[src/rtl/refresh_pkg.sv]
package refresh_pkg;

  typedef enum logic [1:0] {
    ST_IDLE,
    ST_LEAD,
    ST_STROBE,
    ST_PRECH
  } rfshState_t;

  // strobes from the control sequencer to the datapath
  typedef struct packed {
    logic rasLow;
    logic casLow;
    logic addrEn;
    logic cycleDone;
  } rfshStrobe_t;

endpackage

[src/rtl/refresh_ctrl.sv]
module refresh_ctrl
  import refresh_pkg::*;
#(
  parameter int CBR_MODE      = 0,
  parameter int LEAD_CYC      = 1,
  parameter int RAS_LOW_CYC   = 3,
  parameter int PRECHARGE_CYC = 2
) (
  input  logic        clk,
  input  logic        rstN,
  input  logic        pending,
  input  logic        busGrant,
  output rfshStrobe_t strobe
);

  localparam int MAX_PHASE = (LEAD_CYC > RAS_LOW_CYC)
                             ? ((LEAD_CYC > PRECHARGE_CYC) ? LEAD_CYC : PRECHARGE_CYC)
                             : ((RAS_LOW_CYC > PRECHARGE_CYC) ? RAS_LOW_CYC : PRECHARGE_CYC);
  localparam int CNT_W = $clog2(MAX_PHASE + 1);

  rfshState_t state;
  logic [CNT_W-1:0] phaseCnt;
  logic leadEnd, strobeEnd, prechEnd;

  assign leadEnd   = (phaseCnt == CNT_W'(LEAD_CYC - 1));
  assign strobeEnd = (phaseCnt == CNT_W'(RAS_LOW_CYC - 1));
  assign prechEnd  = (phaseCnt == CNT_W'(PRECHARGE_CYC - 1));

  always_ff @(posedge clk) begin
    if (!rstN) begin
      state    <= ST_IDLE;
      phaseCnt <= '0;
    end else begin
      case (state)
        ST_IDLE: begin
          phaseCnt <= '0;
          if (pending && busGrant) state <= ST_LEAD;
        end
        ST_LEAD: begin
          if (leadEnd) begin
            state    <= ST_STROBE;
            phaseCnt <= '0;
          end else begin
            phaseCnt <= phaseCnt + 1'b1;
          end
        end
        ST_STROBE: begin
          if (strobeEnd) begin
            state    <= ST_PRECH;
            phaseCnt <= '0;
          end else begin
            phaseCnt <= phaseCnt + 1'b1;
          end
        end
        default: begin
          if (prechEnd) begin
            state    <= ST_IDLE;
            phaseCnt <= '0;
          end else begin
            phaseCnt <= phaseCnt + 1'b1;
          end
        end
      endcase
    end
  end

  logic inLead, inStrobe;
  assign inLead   = (state == ST_LEAD);
  assign inStrobe = (state == ST_STROBE);

  always_comb begin
    strobe.rasLow    = inStrobe;
    strobe.cycleDone = (state == ST_PRECH) && prechEnd;
  end

  generate
    if (CBR_MODE != 0) begin : g_colFirst
      // column strobe leads, device counts rows itself
      always_comb begin
        strobe.casLow = inLead || inStrobe;
        strobe.addrEn = 1'b0;
      end
    end else begin : g_rowAddr
      // row address set up during lead, held while row strobe is low
      always_comb begin
        strobe.casLow = 1'b0;
        strobe.addrEn = inLead || inStrobe;
      end
    end
  endgenerate

endmodule

[src/rtl/refresh_dpath.sv]
module refresh_dpath
  import refresh_pkg::*;
#(
  parameter int NUM_ROWS     = 8192,
  parameter int TIMER_PERIOD = 390,
  parameter int MISS_W       = 8
) (
  input  logic                        clk,
  input  logic                        rstN,
  input  rfshStrobe_t                 strobe,
  output logic                        pending,
  output logic                        rasN,
  output logic                        casN,
  output logic                        addrEn,
  output logic [$clog2(NUM_ROWS)-1:0] rowAddr,
  output logic [MISS_W-1:0]           missCount
);

  localparam int ROW_W = $clog2(NUM_ROWS);
  localparam int TMR_W = $clog2(TIMER_PERIOD);
  localparam logic [MISS_W-1:0] MISS_MAX = {MISS_W{1'b1}};

  logic [TMR_W-1:0] timerCnt;
  logic             expiry;
  logic [ROW_W-1:0] rowCnt;

  assign expiry = (timerCnt == TMR_W'(TIMER_PERIOD - 1));

  always_ff @(posedge clk) begin
    if (!rstN) timerCnt <= '0;
    else if (expiry) timerCnt <= '0;
    else timerCnt <= timerCnt + 1'b1;
  end

  always_ff @(posedge clk) begin
    if (!rstN) pending <= 1'b0;
    else pending <= expiry || (pending && !strobe.cycleDone);
  end

  always_ff @(posedge clk) begin
    if (!rstN) missCount <= '0;
    else if (expiry && pending && !strobe.cycleDone && (missCount != MISS_MAX))
      missCount <= missCount + 1'b1;
  end

  always_ff @(posedge clk) begin
    if (!rstN) rowCnt <= '0;
    else if (strobe.cycleDone) begin
      if (rowCnt == ROW_W'(NUM_ROWS - 1)) rowCnt <= '0;
      else rowCnt <= rowCnt + 1'b1;
    end
  end

  assign rowAddr = rowCnt;
  assign rasN    = !strobe.rasLow;
  assign casN    = !strobe.casLow;
  assign addrEn  = strobe.addrEn;

endmodule

[src/rtl/refresh_scheduler.sv]
module refresh_scheduler
  import refresh_pkg::*;
#(
  parameter int NUM_ROWS      = 8192,
  parameter int TIMER_PERIOD  = 390,
  parameter int RAS_LOW_CYC   = 3,
  parameter int PRECHARGE_CYC = 2,
  parameter int LEAD_CYC      = 1,
  parameter int CBR_MODE      = 0,
  parameter int MISS_W        = 8
) (
  input  logic                        clk,
  input  logic                        rstN,
  input  logic                        busGrant,
  output logic                        busReq,
  output logic                        rasN,
  output logic                        casN,
  output logic                        addrEn,
  output logic [$clog2(NUM_ROWS)-1:0] rowAddr,
  output logic [MISS_W-1:0]           missCount
);

  rfshStrobe_t strobe;
  logic pending;

  refresh_ctrl #(
    .CBR_MODE     (CBR_MODE),
    .LEAD_CYC     (LEAD_CYC),
    .RAS_LOW_CYC  (RAS_LOW_CYC),
    .PRECHARGE_CYC(PRECHARGE_CYC)
  ) u_ctrl (
    .clk     (clk),
    .rstN    (rstN),
    .pending (pending),
    .busGrant(busGrant),
    .strobe  (strobe)
  );

  refresh_dpath #(
    .NUM_ROWS    (NUM_ROWS),
    .TIMER_PERIOD(TIMER_PERIOD),
    .MISS_W      (MISS_W)
  ) u_dpath (
    .clk      (clk),
    .rstN     (rstN),
    .strobe   (strobe),
    .pending  (pending),
    .rasN     (rasN),
    .casN     (casN),
    .addrEn   (addrEn),
    .rowAddr  (rowAddr),
    .missCount(missCount)
  );

  assign busReq = pending;

endmodule

[config.mk]
export PLATFORM = sky130hd
export DESIGN_NAME = refresh_scheduler
export DESIGN_NICKNAME = d
export VERILOG_FILES = /design/src/rtl/refresh_pkg.sv /design/src/rtl/refresh_ctrl.sv /design/src/rtl/refresh_dpath.sv /design/src/rtl/refresh_scheduler.sv
export SDC_FILE = /design/constraint.sdc
export NUM_CORES = 1
export LEC_CHECK = 0
export BUFFER_PORTS_ARGS = -buffer_cell sky130_fd_sc_hd__buf_2
export CAP_MARGIN = 30
export CORE_MARGIN = 3
export CORE_UTILIZATION = 40
export DETAILED_ROUTE_END_ITERATION = 12
export SLEW_MARGIN = 5
export SYNTH_ARGS = -nofsm -noshare
export SYNTH_HDL_FRONTEND = slang
export SYNTH_SLANG_ARGS = --single-unit
[constraint.sdc]
create_clock -name clk -period 4.25 [get_ports clk]
set_clock_uncertainty 0.1 [all_clocks]
set_input_delay 0.2125 -clock clk [delete_from_list [all_inputs] [get_ports clk]]
set_output_delay 0.2125 -clock clk [all_outputs]
set_load 0.03 [all_outputs]
Word-level counts from Yosys, hierarchy flattened
Index checks and enable logic that the tools add are counted.
- register bits after elaboration: 35
- bits of input ports: 3
- output and inout bits: 25
- word-level logic and storage cells: 47
- $add $sub $neg: 4
- equality and inequality tests: 11
- mux-type cells: 10
- bitwise gates (word level): 1
- reduce and logical (&&, ||, !) cells: 15
- operators by type and width (kind ; count):
    2-bit 2-to-1 mux ; 7
    13-bit by 1-bit adder with 13-bit output, second input constant ; 1
    13-bit == test, second input constant ; 1
    13-bit 2-to-1 mux ; 1
    2-bit one-hot mux with 3 select lines ; 2
    9-bit by 1-bit adder with 9-bit output, second input constant ; 1
    9-bit == test, second input constant ; 1
    8-bit by 1-bit adder with 8-bit output, second input constant ; 1
    8-bit != test, second input constant ; 1
    2-bit == test, second input constant ; 3
    1-bit logical AND ; 6
    2-bit by 1-bit != test with 1-bit output, second input constant ; 3
    2-bit by 1-bit == test with 1-bit output, second input constant ; 2
    2-bit zero test ; 2
    4-bit AND reduction ; 1
    4-bit nonzero test ; 1
    2-bit by 1-bit adder with 2-bit output, second input constant ; 1
    1-bit zero test ; 2
    1-bit logical OR ; 2
    2-bit OR reduction ; 1
    1-bit inverter ; 1

Logic depth before layout (Yosys ltp)
Gate-level depths: netlist of run 1.
- depth in word-level cells: 5
- gate-level depth with buffers: 7
- gate-level depth less buffers: 6

Cells and area by module
From an unflattened synthesis of run 1, not the netlist that was laid out.
- cells, all modules: 197
- area total of the unflattened synthesis: 1824.2 µm²
- modules (own cells, without submodules) (module ; instances ; cells an instance ; area an instance (µm²) ; seq. area each (µm²)):
    refresh_dpath ; 1 ; 155 ; 1440.1 ; 620.6
    refresh_ctrl ; 1 ; 42 ; 384.1 ; 80.1

Worst setup path before layout of run 1
No wires, ideal clock.
- path kind: reg-to-reg
- start: register u_dpath.rowCnt[5] (netlist: u_dpath.rowAddr[5])
- end: register u_dpath.rowCnt[0] (netlist: u_dpath.rowAddr[0])
- library setup time: 0.128 ns
- arrival time: 1.844 ns
- data required time: 4.022 ns
- slack: 2.179 ns
- cell stages (with the launch flop): 6
- buffers on the path: 1
- clock period less this slack: 2.071 ns
- cell sequence: dfxtp_1 nand4_1 or3_1 o31ai_1 clkbuf_1 nor2_1
- word-level cells in the longest chain between the ends: 2
- RTL lines (element ; RTL line ; source):
    start: declaration ; refresh_dpath.sv:25 ; logic [ROW_W-1:0] rowCnt;
    start signal: assignment ; refresh_dpath.sv:50 ; else rowCnt <= rowCnt + 1'b1;
    13-bit == test ; refresh_dpath.sv:49 ; if (rowCnt == ROW_W'(NUM_ROWS - 1)) rowCnt <= '0;
    13-bit 2-to-1 mux ; refresh_dpath.sv:49 ;
Every way passes these cells.
A chain may end at the register's enable or synchronous reset.

Worst setup path in the final report of run 1
- start: register u_ctrl.phaseCnt[1]
- end: register u_dpath.rowCnt[9] (netlist: u_dpath.rowAddr[9])
- word-level cells in the longest chain between the ends: 2
- RTL lines (element ; RTL line ; source):
    start: declaration ; refresh_ctrl.sv:22 ; logic [CNT_W-1:0] phaseCnt;
    start signal: assignment ; refresh_ctrl.sv:44 ; phaseCnt <= phaseCnt + 1'b1;
    start signal: assignment ; refresh_ctrl.sv:52 ; phaseCnt <= phaseCnt + 1'b1;
    start signal: assignment ; refresh_ctrl.sv:60 ; phaseCnt <= phaseCnt + 1'b1;
    2-bit by 1-bit == test with 1-bit output ; refresh_ctrl.sv:27 ; assign prechEnd = (phaseCnt == CNT_W'(PRECHARGE_CYC - 1));
    1-bit logical AND ; refresh_ctrl.sv:73 ; strobe.cycleDone = (state == ST_PRECH) && prechEnd;
Every way passes these cells.

==> metrics.md, run 1 <==
| Metric | Value |
|---|---|
| DR WL/cell | `11.7 um` |
| Met2 GRT Util | `20.5%` |
| Met3 Resource Use GR | `3.74%` |
| Sequential-to-total area share from yosys stat | `39.9%` |
| Routing usage on met1 | `18.6%` |
| TNS Setup | `0 ns` |
| Share of cells above drive strength 1 | `17.2%` |
| Slowest CP cell | `o31ai_1` |
| Critical path launch point type | `flop` |
| Worst-path clk slew | `0.06 ns` |
| Cell family with the largest share of critical-path delay | `simple AND/OR/NAND/NOR gates` |
| Vert. Die Dim | `72.3 um` |
| Fin nets | `248` |
| Crit. End Element | `flop` |
| DRC violations left | `0` |
| Pwr Density | `283 nW/um^2` |
| Global placer's final weighted congestion | `0.734` |
| Die X | `72.3 um` |
| Syn_area_per_cell | `8.75 um^2` |
| Fin crit period | `2.45 ns` |
| # setup viols final | `0` |
| CTS Buffer Depth | `2` |
| Crit path largest cell delay | `0.61 ns` |
| Gr ovfl total | `0` |
| Worst path cell trace | `inv_1 -> ha_1 -> nand3_1 -> or2_2 -> o31ai_1 -> buf_4 -> nor2_1` |
| Final worst-path cycle share | `57.7%` |
| Number of synthesized register bits | `35` |
| Most area-consuming cells after synthesis | `dfxtp_1 40%, ha_1 10%, nor2_1 5.3%, xnor2_1 5.0%, xor2_1 3.5%` |
| Post-CTS Setup Bufs | `0` |
| Hold Vio Cnt, Final | `0` |
| Initial Utilization | `42.7%` |
| Cell type with the largest total area after synthesis | `dfxtp_1` |
| Outcome | `complete, no violations` |
| Top_reg_cell synth | `dfxtp_1` |
| Core Area | `4120 um^2` |
| Post-route antenna net violation count | `0` |
| Worst slew pin tran | `0.719 ns` |
| Count of cells resized by post-cts repair | `0` |
| Syn. warnings | `0` |
| Synth top area share | `39.9%` |
| Clk_lat worst skew | `0.28 ns` |
| Pre-antenna DRT Iters | `4` |
| CTS Buf Count | `5` |
| # rows | `23` |
| Vias per cell | `5.10` |
| Total clock sinks | `35` |
| Post-synth EDFFs | `0` |
| Post-CTS Hold Buffers | `0` |
| Synthesized area | `1760 um^2` |
| Syn_nets | `218` |
| Final Max Tran Viols | `0` |
| Distinct cells, synth | `43` |
| Pin count of the biggest net entering global routing | `14` |
| Area Overhead vs Synth | `14.9%` |
| Max Clk Rate | `408 MHz` |
| Max-cap violations | `0` |
| Data arrival, critical path | `2.52 ns` |
| Root Buffer | `clkbuf_8` |
| Max-slew headroom | `51.6%` |
| Most frequent cells in the layout | `35 x dfxtp_1, 26 x buf_2, 25 x nor2_1` |
| RSZ-0062 raised after global routing | `false` |
| Commonest non-fill, non-tap cell in the layout | `dfxtp_1` |
| Final WL | `3.30 mm` |
| Final hold slack | `0.141 ns` |
| Die area | `5230 um^2` |
| First-pass GRT wire length | `5.78 mm` |
| WS Path Type | `flop to flop` |
| Lkg Pwr | `0.783 nW` |
| Vias after detailed routing | `1,437` |
| Ant diodes | `0` |
| Worst path required time | `4.31 ns` |
| Initial drt markers | `45` |
| CTS tree | `built` |
| Initial antenna violation count | `0` |
| Port Buffers | `26` |
| Vias in the first global route | `1,308` |
| HP Class | `primary input to flop` |
| Max Fanout on Critical Path | `7` |
| Max VDD drop | `0.000198 V` |
| I/O pins | `28` |
| H-tree Lvls | `2` |
| Post-DP HPWL | `2.49 mm` |
| GRT Overall Usage | `13.6%` |
| Share of flip-flops with an asynchronous set or reset | `0%` |
| GR peak layer | `met2` |
| Synth Instances | `201` |
| Buf/Inv on CP | `2` |
| Filler instances | `414` |
flip-flops by register name, indices dropped and copies added, names as in the netlist:
name / flops
u_ctrl.phaseCnt: 2
u_dpath.pending: 1
u_ctrl.state: 2
u_dpath.timerCnt: 9
u_dpath.rowAddr: 13
u_dpath.missCount: 8
area by class of cell:
type | instances | area, um^2 | area share (%)
sequential | 35 | 701 | 34.7
clock inverter | 1 | 5.00 | 0.248
clock buffer | 7 | 76.3 | 3.78
multi-input combinational | 149 | 988 | 48.9
timing repair buffer | 27 | 138 | 6.82
tap | 50 | 62.6 | 3.10
inverter | 13 | 48.8 | 2.42
cell families (layout without fill, tap and decap cells):
logic type | Yosys count | count (layout) | share of synthesized area (%)
adder cells (fa/ha/maj) | 14 | 14 | 9.96
AO/OA/AOI/OAI | 32 | 32 | 11.7
buffers and inverters | 17 | 48 | 3.91
XOR/XNOR | 17 | 17 | 8.47
flip-flops | 35 | 35 | 39.9
other | 1 | 1 | 0.213
multiplexers | 2 | 2 | 1.14
AND/OR/NAND/NOR | 83 | 83 | 24.7
per-layer routing:
layer  routed length (um)  vias up  share of wire [%]
met1                 1710      649                 52
li1                     -      762                  -
met4                   43        0                1.3
met5                    0        -                  0
met2                 1440       21                 44
met3                  101        5                3.1
power breakdown:
part | internal [mW] | switching [mW]
Combinational | 0.00508 | 0.0102
Clock | 0.115 | 0.108
Sequential | 0.330 | 0.00317
path summary, 6_finish.rpt:
kind	from	endpoint	slack, ns	cells past startpoint
worst max-delay path	u_ctrl.phaseCnt[1]$_SDFF_PN0_	u_dpath.rowAddr[9]$_SDFFE_PN0P_	1.80	7
worst min-delay path	rstN	u_ctrl.state[0]$_SDFFE_PN0P_	0.14	2
worst max register to register	u_ctrl.phaseCnt[1]$_SDFF_PN0_	u_dpath.rowAddr[9]$_SDFFE_PN0P_	1.80	7
worst min register to register	u_dpath.timerCnt[0]$_SDFF_PP0_	u_dpath.timerCnt[0]$_SDFF_PP0_	0.40	1
through the flow:
step | cell area (um^2) | total power, mW | setup slack [ns] | cells | util, %
after global routing | 2020 | 0.596 | 1.59 | 282 | 49.1
after floorplan | 1760 | 0.352 | 2.18 | 201 | -
after detailed placement | 1940 | 0.357 | 1.85 | 274 | 47.1
after CTS | 2020 | 0.583 | 1.80 | 282 | 49.1
after global placement | 1940 | 0.357 | 1.88 | 274 | 47.1
final | 2020 | 0.572 | 1.80 | 282 | 49.1
worst reg2reg max path, cell delays in order (launching register included):
cell	delay (ns)
dfxtp_1	0.33
inv_1	0.10
ha_1	0.27
nand3_1	0.24
or2_2	0.38
o31ai_1	0.61
buf_4	0.26
nor2_1	0.05
synth_stat cells, types with 2 or more instances:
cell	n
a21oi_1	12
or3_1	3
inv_1	13
clkbuf_1	2
nand3_1	10
nor4_1	4
o21ai_0	5
dfxtp_1	35
nand4_1	5
a22oi_1	2
xnor2_1	10
o41ai_1	2
or4_1	2
nor3_1	7
nor2_1	25
ha_1	14
o31ai_1	3
mux2i_1	2
a211oi_1	2
xor2_1	7
or2_2	2
nand2_1	13
Power figures use the tool's default switching activity.
==> inputs of run 2 (changes only) <==
--- a/config.mk
+++ b/config.mk
@@ -5,6 +5,7 @@
 export SDC_FILE = /design/constraint.sdc
 export NUM_CORES = 1
 export LEC_CHECK = 0
+export ABC_AREA = 1
 export BUFFER_PORTS_ARGS = -buffer_cell sky130_fd_sc_hd__buf_2
 export CAP_MARGIN = 30
 export CORE_MARGIN = 3
==> constraint.sdc (replaced) <==
create_clock -name clk -period 2 [get_ports clk]
set_clock_uncertainty 0.1 [all_clocks]
set_input_delay 0.1 -clock clk [delete_from_list [all_inputs] [get_ports clk]]
set_output_delay 0.1 -clock clk [all_outputs]
set_load 0.03 [all_outputs]
==> run 2 against run 1 <==
Compared with the run above: design area up 13%; final cell count up 34%; sequential power up 120%; combinational power rose to 15 times the previous value.
==> metrics.md, run 2 <==
| Metric | Value |
|---|---|
| Outcome | `complete, no violations (unchanged)` |
| Commonest non-fill, non-tap cell in the layout | `nand2_1 (was dfxtp_1)` |
| Synthesized area | `2010 um^2 (was 1760 um^2)` |
| Register area | `701 um^2 (unchanged)` |
| Share of flip-flops with an asynchronous set or reset | `0% (unchanged)` |
| Max VDD drop | `0.000264 V (was 0.000198 V)` |
| Syn_area_per_cell | `7.15 um^2 (was 8.75 um^2)` |
| Setup WS post-layout | `0.372 ns (was 1.80 ns)` |
| Max Fanout on Critical Path | `9 (was 7)` |
| # rows | `25 (was 23)` |
| Area of the multi-input gates | `1140 um^2 (was 988 um^2)` |
| Final WL | `4.22 mm (was 3.30 mm)` |
| CTS tree | `built (unchanged)` |
| Switching share of power | `29.2% (was 21.2%)` |
| Sequential Power Share | `50.3% (was 58.4%)` |
| # setup viols final | `0 (unchanged)` |
| Post-CTS Hold Buffers | `0 (unchanged)` |
| Pin count of the biggest net entering global routing | `12 (was 14)` |
| Synth Instances | `281 (was 201)` |
| Die area | `5910 um^2 (was 5230 um^2)` |
| Gr ovfl total | `0 (unchanged)` |
| CTS Buffer Depth | `2 (unchanged)` |
| Share of cells above drive strength 1 | `17.6% (was 17.2%)` |
| Synth top area share | `34.9% (was 39.9%)` |
| Vert. Die Dim | `76.9 um (was 72.3 um)` |
| Ant diodes | `0 (unchanged)` |
| Count leader, synth | `nand2_1 (was dfxtp_1)` |
| Root Buffer | `clkbuf_8 (unchanged)` |
| Top_reg_cell synth | `dfxtp_1 (unchanged)` |
| Number of synthesized register bits | `35 (unchanged)` |
| Initial Utilization | `42.0% (was 42.7%)` |
| Clk_lat worst skew | `0.28 ns (about the same)` |
| Data arrival, critical path | `1.71 ns (was 2.52 ns)` |
| Post-DP HPWL | `3.18 mm (was 2.49 mm)` |
| Comb pwr share | `15.9% (was 2.7%)` |
| First-pass GRT wire length | `7.17 mm (was 5.78 mm)` |
| Vias per cell | `4.67 (was 5.10)` |
| Worst-path clk slew | `0.07 ns (was 0.06 ns)` |
| Port Buffers | `26 (unchanged)` |
| Syn_nets | `298 (was 218)` |
| Vias after detailed routing | `1,769 (was 1,437)` |
| Flip-flop count of the largest register after layout | `13 (unchanged)` |
| Synth top cells by count | `64 x nand2_1, 43 x nor2_1, 35 x dfxtp_1 (was 35 x dfxtp_1, 25 x nor2_1, 14 x ha_1)` |
| Cell type with the largest total area after synthesis | `dfxtp_1 (unchanged)` |
| Area Overhead vs Synth | `13.6% (was 14.9%)` |
| Initial antenna violation count | `0 (unchanged)` |
| WS Path Type | `flop to flop (unchanged)` |
| GRT Overall Usage | `15.1% (was 13.6%)` |
| Syn. warnings | `0 (unchanged)` |
| DR WL/cell | `11.1 um (was 11.7 um)` |
| Finished Layout Cells | `379 (was 282)` |
| Die X | `76.9 um (was 72.3 um)` |
| Max-cap violations | `0 (unchanged)` |
| Final hold slack | `0.0337 ns (was 0.141 ns)` |
| Crit. End Element | `flop (unchanged)` |
| Critical path launch point type | `flop (unchanged)` |
| Total clock sinks | `35 (unchanged)` |
| Post-CTS Setup Bufs | `0 (unchanged)` |
| DRC violations left | `0 (unchanged)` |
| Sequential-to-total area share from yosys stat | `34.9% (was 39.9%)` |
| Post-synth EDFFs | `0 (unchanged)` |
| Pre-antenna DRT Iters | `4 (unchanged)` |
| Pint | `1.04 mW (was 450 uW)` |
| Pwr Density | `645 nW/um^2 (was 283 nW/um^2)` |
| Hold Vio Cnt, Final | `0 (unchanged)` |
| Lkg Pwr | `0.959 nW (was 0.783 nW)` |
| Worst path required time | `2.08 ns (was 4.31 ns)` |
| Fin nets | `328 (was 248)` |
| Post-route antenna net violation count | `0 (unchanged)` |
| Final Max Tran Viols | `0 (unchanged)` |
| Placed insts | `371 (was 274)` |
| RSZ-0062 raised after global routing | `false (unchanged)` |
| Max Clk Rate | `614 MHz (was 408 MHz)` |
| Tot Pwr | `1.47 mW (was 572 uW)` |
| Core Area | `4790 um^2 (was 4120 um^2)` |
| Final worst-path cycle share | `81.4% (was 57.7%)` |
| Vias in the first global route | `1,589 (was 1,308)` |
| HP Class | `primary input to flop (unchanged)` |
| I/O pins | `28 (unchanged)` |
| Initial drt markers | `104 (was 45)` |
| H-tree Lvls | `2 (unchanged)` |
| Global placer's final weighted congestion | `0.882 (was 0.734)` |
| Count of cells resized by post-cts repair | `0 (unchanged)` |
| Most area-consuming cells after synthesis | `dfxtp_1 35%, nand2_1 12%, ha_1 8.7%, nor2_1 8.0%, inv_1 5.6% (was dfxtp_1 40%, ha_1 10%, nor2_1 5.3%, xnor2_1 5.0%, xor2_1 3.5%)` |
| Switching power total | `430 uW (was 121 uW)` |
| Filler instances | `512 (was 414)` |
| CTS Buf Count | `5 (unchanged)` |
| Pre-CTS worst setup slack | `0.384 ns (was 1.85 ns)` |
| Clock share of power | `33.8% (was 39.0%)` |
| Fin crit period | `1.63 ns (was 2.45 ns)` |
| Distinct cells, synth | `36 (was 43)` |
| TNS Setup | `0 ns (unchanged)` |
| Most frequent cells in the layout | `64 x nand2_1, 43 x nor2_1, 35 x dfxtp_1 (was 35 x dfxtp_1, 26 x buf_2, 25 x nor2_1)` |
## run 2: worst max-delay path, cell delays in order, from the launching register on
cell     delay (ns)
dfxtp_1        0.33
inv_1          0.10
ha_1           0.22
nand2_4        0.11
inv_2          0.13
nand2_1        0.08
nor2_2         0.10
nand2_1        0.09
nand2_2        0.13
inv_2          0.05
nand2_1        0.05
nor2_1         0.03
## run 2: final cells by class
cell class | instances | share of cell area, %
Clock inverter | 2 | 0.549
Inverter | 36 | 5.92
Sequential cell | 35 | 30.7
Tap cell | 67 | 3.68
Timing Repair Buffer | 27 | 6.03
Multi-Input combinational cell | 206 | 49.9
Clock buffer | 6 | 3.18
## run 2: routing by layer
layer / vias to the layer above / part of all wire [%] / track usage, %
met5: - / 0 / 0
met4: 0 / 1.0 / 5.62
met3: 4 / 5.3 / 4.93
met2: 36 / 46 / 23.2
met1: 775 / 48 / 19.5
li1: 954 / - / -
## run 2: through the flow
stage / cell area (um^2) / utilization (%)
floorplan: 2010 / -
global placement: 2200 / 45.9
detailed placement: 2200 / 45.9
CTS: 2280 / 47.7
global route: 2280 / 47.7
finish: 2280 / 47.7
## run 2: power by group through the flow
stage	Sequential, mW	Combinational (mW)	Clock (mW)
6_report	0.740	0.233	0.498
5_1_grt	0.743	0.267	0.557
4_1_cts	0.740	0.236	0.518
3_5_place_dp	0.756	0.235	0
3_3_place_gp	0.755	0.231	0
2_1_floorplan	0.751	0.188	0
## run 2: final timing paths
path,endpoint,slack (ns),start,depth (start not counted)
setup / recovery,u_dpath.rowAddr[11]$_SDFFE_PN0P_,0.37,u_ctrl.phaseCnt[1]$_SDFF_PN0_,11
hold / removal,u_ctrl.state[1]$_SDFFE_PN0P_,0.03,rstN,3
setup reg to reg,u_dpath.rowAddr[11]$_SDFFE_PN0P_,0.37,u_ctrl.phaseCnt[1]$_SDFF_PN0_,11
hold reg to reg,u_dpath.timerCnt[0]$_SDFF_PP0_,0.37,u_dpath.timerCnt[0]$_SDFF_PP0_,1
## run 2: cell families after synthesis
| kind of cell | synth area share, % |
|---|---|
| simple gates | 36.9 |
| buf+inv | 8.41 |
| flops | 34.9 |
| compound gates | 7.79 |
| fa+ha+maj | 8.72 |
| xor+xnor | 3.05 |
| other cells | 0.187 |
==> inputs of run 3 (changes only) <==
==> constraint.sdc (replaced) <==
create_clock -name clk -period 1.7 [get_ports clk]
set_clock_uncertainty 0.1 [all_clocks]
set_input_delay 0.085 -clock clk [delete_from_list [all_inputs] [get_ports clk]]
set_output_delay 0.085 -clock clk [all_outputs]
set_load 0.03 [all_outputs]
==> run 3 against run 2 <==
Compared with the run above: worst hold slack got worse by 0.0077 ns; total power increased by 19%; via count increased by 2.3%; first-iteration DRC count decreased by 32%; fmax increased by 0.90%; sequential share of layout area decreased by 0.49 points; clock power increased by 20%; register-to-register slack got worse by 0.29 ns; flip-flop and latch count unchanged; setup slack got worse by 0.29 ns; sequential power increased by 18%; critical endpoint unchanged; largest cell class unchanged.
==> metrics.md, run 3 (same netlist as run 2, synthesis figures left out) <==
| Metric | Value |
|---|---|
| Initial antenna violation count | `0 (unchanged)` |
| Vert. Die Dim | `76.9 um (unchanged)` |
| Fin crit period | `1.61 ns (was 1.63 ns)` |
| Clk_lat worst skew | `0.29 ns (was 0.28 ns)` |
| Post-CTS Hold Buffers | `0 (unchanged)` |
| Data arrival, critical path | `1.69 ns (was 1.71 ns)` |
| Tot Pwr | `1.74 mW (was 1.47 mW)` |
| Die area | `5910 um^2 (unchanged)` |
| H-tree Lvls | `2 (unchanged)` |
| Initial drt markers | `71 (was 104)` |
| Post-DP HPWL | `3.08 mm (was 3.18 mm)` |
| Final hold slack | `0.0260 ns (was 0.0337 ns)` |
| Global placer's final weighted congestion | `0.878 (was 0.882)` |
| Pint | `1.26 mW (was 1.04 mW)` |
| Vias in the first global route | `1,618 (was 1,589)` |
| Sequential Power Share | `50.0% (was 50.3%)` |
| Core Area | `4790 um^2 (unchanged)` |
| Max Clk Rate | `620 MHz (was 614 MHz)` |
| Lkg Pwr | `0.987 nW (was 0.959 nW)` |
| Switching share of power | `27.8% (was 29.2%)` |
| Fin nets | `332 (was 328)` |
| Max VDD drop | `0.000322 V (was 0.000264 V)` |
| Worst reg2reg path startpoint | `u_ctrl.phaseCnt[1]$_SDFF_PN0_ (unchanged)` |
| Area Overhead vs Synth | `15.6% (was 13.6%)` |
| Outcome | `complete, no violations (unchanged)` |
| Commonest non-fill, non-tap cell in the layout | `nand2_1 (unchanged)` |
| Worst-path clk slew | `0.07 ns (about the same)` |
| Clock share of power | `34.4% (was 33.8%)` |
| Worst r2r dst | `u_dpath.rowAddr[11]$_SDFFE_PN0P_ (unchanged)` |
| CTS Buffer Depth | `2 (unchanged)` |
| Hold Vio Cnt, Final | `0 (unchanged)` |
| Critical path launch point type | `flop (unchanged)` |
| DRC violations left | `0 (unchanged)` |
| CP startpoint | `u_ctrl.phaseCnt[1]$_SDFF_PN0_ (unchanged)` |
| Max-cap violations | `0 (unchanged)` |
| First-pass GRT wire length | `6.96 mm (was 7.17 mm)` |
| GRT Overall Usage | `14.4% (was 15.1%)` |
| Vias per cell | `4.74 (was 4.67)` |
| Worst path required time | `1.78 ns (was 2.08 ns)` |
| Die X | `76.9 um (unchanged)` |
| Vias after detailed routing | `1,809 (was 1,769)` |
| Comb pwr share | `15.7% (was 15.9%)` |
| Min-delay src | `rstN (unchanged)` |
| Most frequent cells in the layout | `64 x nand2_1, 43 x nor2_1, 34 x dfxtp_1 (was 64 x nand2_1, 43 x nor2_1, 35 x dfxtp_1)` |
| Ant diodes | `0 (unchanged)` |
| Length in cells of the worst reg-to-reg path | `11 (unchanged)` |
| Final worst-path cycle share | `94.9% (was 81.4%)` |
| WS Path Type | `flop to flop (unchanged)` |
| DR WL/cell | `10.6 um (was 11.1 um)` |
| Total clock sinks | `35 (unchanged)` |
| CP endpoint | `u_dpath.rowAddr[11]$_SDFFE_PN0P_ (unchanged)` |
| Root Buffer | `clkbuf_8 (unchanged)` |
| Gr ovfl total | `0 (unchanged)` |
| Max Fanout on Critical Path | `9 (unchanged)` |
| Initial Utilization | `42.0% (unchanged)` |
| # rows | `25 (unchanged)` |
| Switching power total | `485 uW (was 430 uW)` |
| I/O pins | `28 (unchanged)` |
| Pre-antenna DRT Iters | `4 (unchanged)` |
| Crit. End Element | `flop (unchanged)` |
| Final Max Tran Viols | `0 (unchanged)` |
| CTS Buf Count | `5 (unchanged)` |
| Flip-flop count of the largest register after layout | `13 (unchanged)` |
| CTS tree | `built (unchanged)` |
| Pwr Density | `751 nW/um^2 (was 645 nW/um^2)` |
| Post-route antenna net violation count | `0 (unchanged)` |
| Port Buffers | `26 (unchanged)` |
| Share of cells above drive strength 1 | `19.4% (was 17.6%)` |
| TNS Setup | `0 ns (unchanged)` |
| Finished Layout Cells | `382 (was 379)` |
| Pin count of the biggest net entering global routing | `11 (was 12)` |
| Final WL | `4.04 mm (was 4.22 mm)` |
| R2R Setup Slk | `0.09 ns (was 0.37 ns)` |
| Placed insts | `375 (was 371)` |
| HP Class | `primary input to flop (unchanged)` |
| # setup viols final | `0 (unchanged)` |
## run 3: repair_timing
action	CTS	global route
gates resized for setup	0	3
setup buffers	0	0
endpoints found under the setup margin	0	3
## run 3: per-layer routing
| metal | GRT usage [%] | vias up | share of wire [%] |
|---|---|---|---|
| li1 | - | 962 | - |
| met1 | 17.8 | 796 | 49 |
| met2 | 23.2 | 45 | 43 |
| met3 | 4.58 | 6 | 6.0 |
| met4 | 5.43 | 0 | 1.2 |
| met5 | 0 | - | 0 |
## run 3: per-stage QoR
step / worst slack (ns) / utilization, % / instance area (um^2)
floorplan: 0.0861 / - / 2010
global placement: 0.139 / 46.5 / 2230
detailed placement: 0.0949 / 46.5 / 2230
CTS: 0.0805 / 48.3 / 2310
global route: -0.0152 / 48.5 / 2320
finish: 0.0868 / 48.5 / 2320
## run 3: worst min-delay path by stage
stage          depth (start not counted)  slack [ns]                                 to
3_5_place_dp                           3        0.32       u_ctrl.state[1]$_SDFFE_PN0P_
5_1_grt                                3        0.03  u_dpath.missCount[0]$_SDFFE_PN0P_
2_1_floorplan                          2        0.12       u_ctrl.state[1]$_SDFFE_PN0P_
6_report                               3        0.03  u_dpath.missCount[1]$_SDFFE_PN0P_
3_3_place_gp                           3        0.31  u_dpath.missCount[1]$_SDFFE_PN0P_
4_1_cts                                3       0.002  u_dpath.missCount[1]$_SDFFE_PN0P_
## run 3: worst max-delay path: stages (launching register included)
cell,delay (ns)
dfxtp_1,0.32
inv_1,0.11
ha_2,0.22
nand2_4,0.10
inv_2,0.12
nand2_1,0.08
nor2_2,0.10
nand2_1,0.11
nand2_4,0.12
inv_2,0.04
nand2_1,0.05
nor2_1,0.03
## run 3: final cells by class
type | count | area (um^2)
clock inverters | 1 | 5.00
multi-input cells | 206 | 1150
inverters | 36 | 135
clock buffers | 6 | 82.6
flip-flops and latches | 35 | 702
repair buffers | 31 | 168
well taps | 67 | 83.8
fillers | 490 | 2460
## run 3: power groups by stage
stage	clock network (mW)	logic, mW	registers [mW]
after global placement	0	0.271	0.888
after floorplan	0	0.221	0.883
after CTS	0.631	0.273	0.870
after detailed placement	0	0.273	0.889
final	0.599	0.273	0.872
after global routing	0.665	0.308	0.877
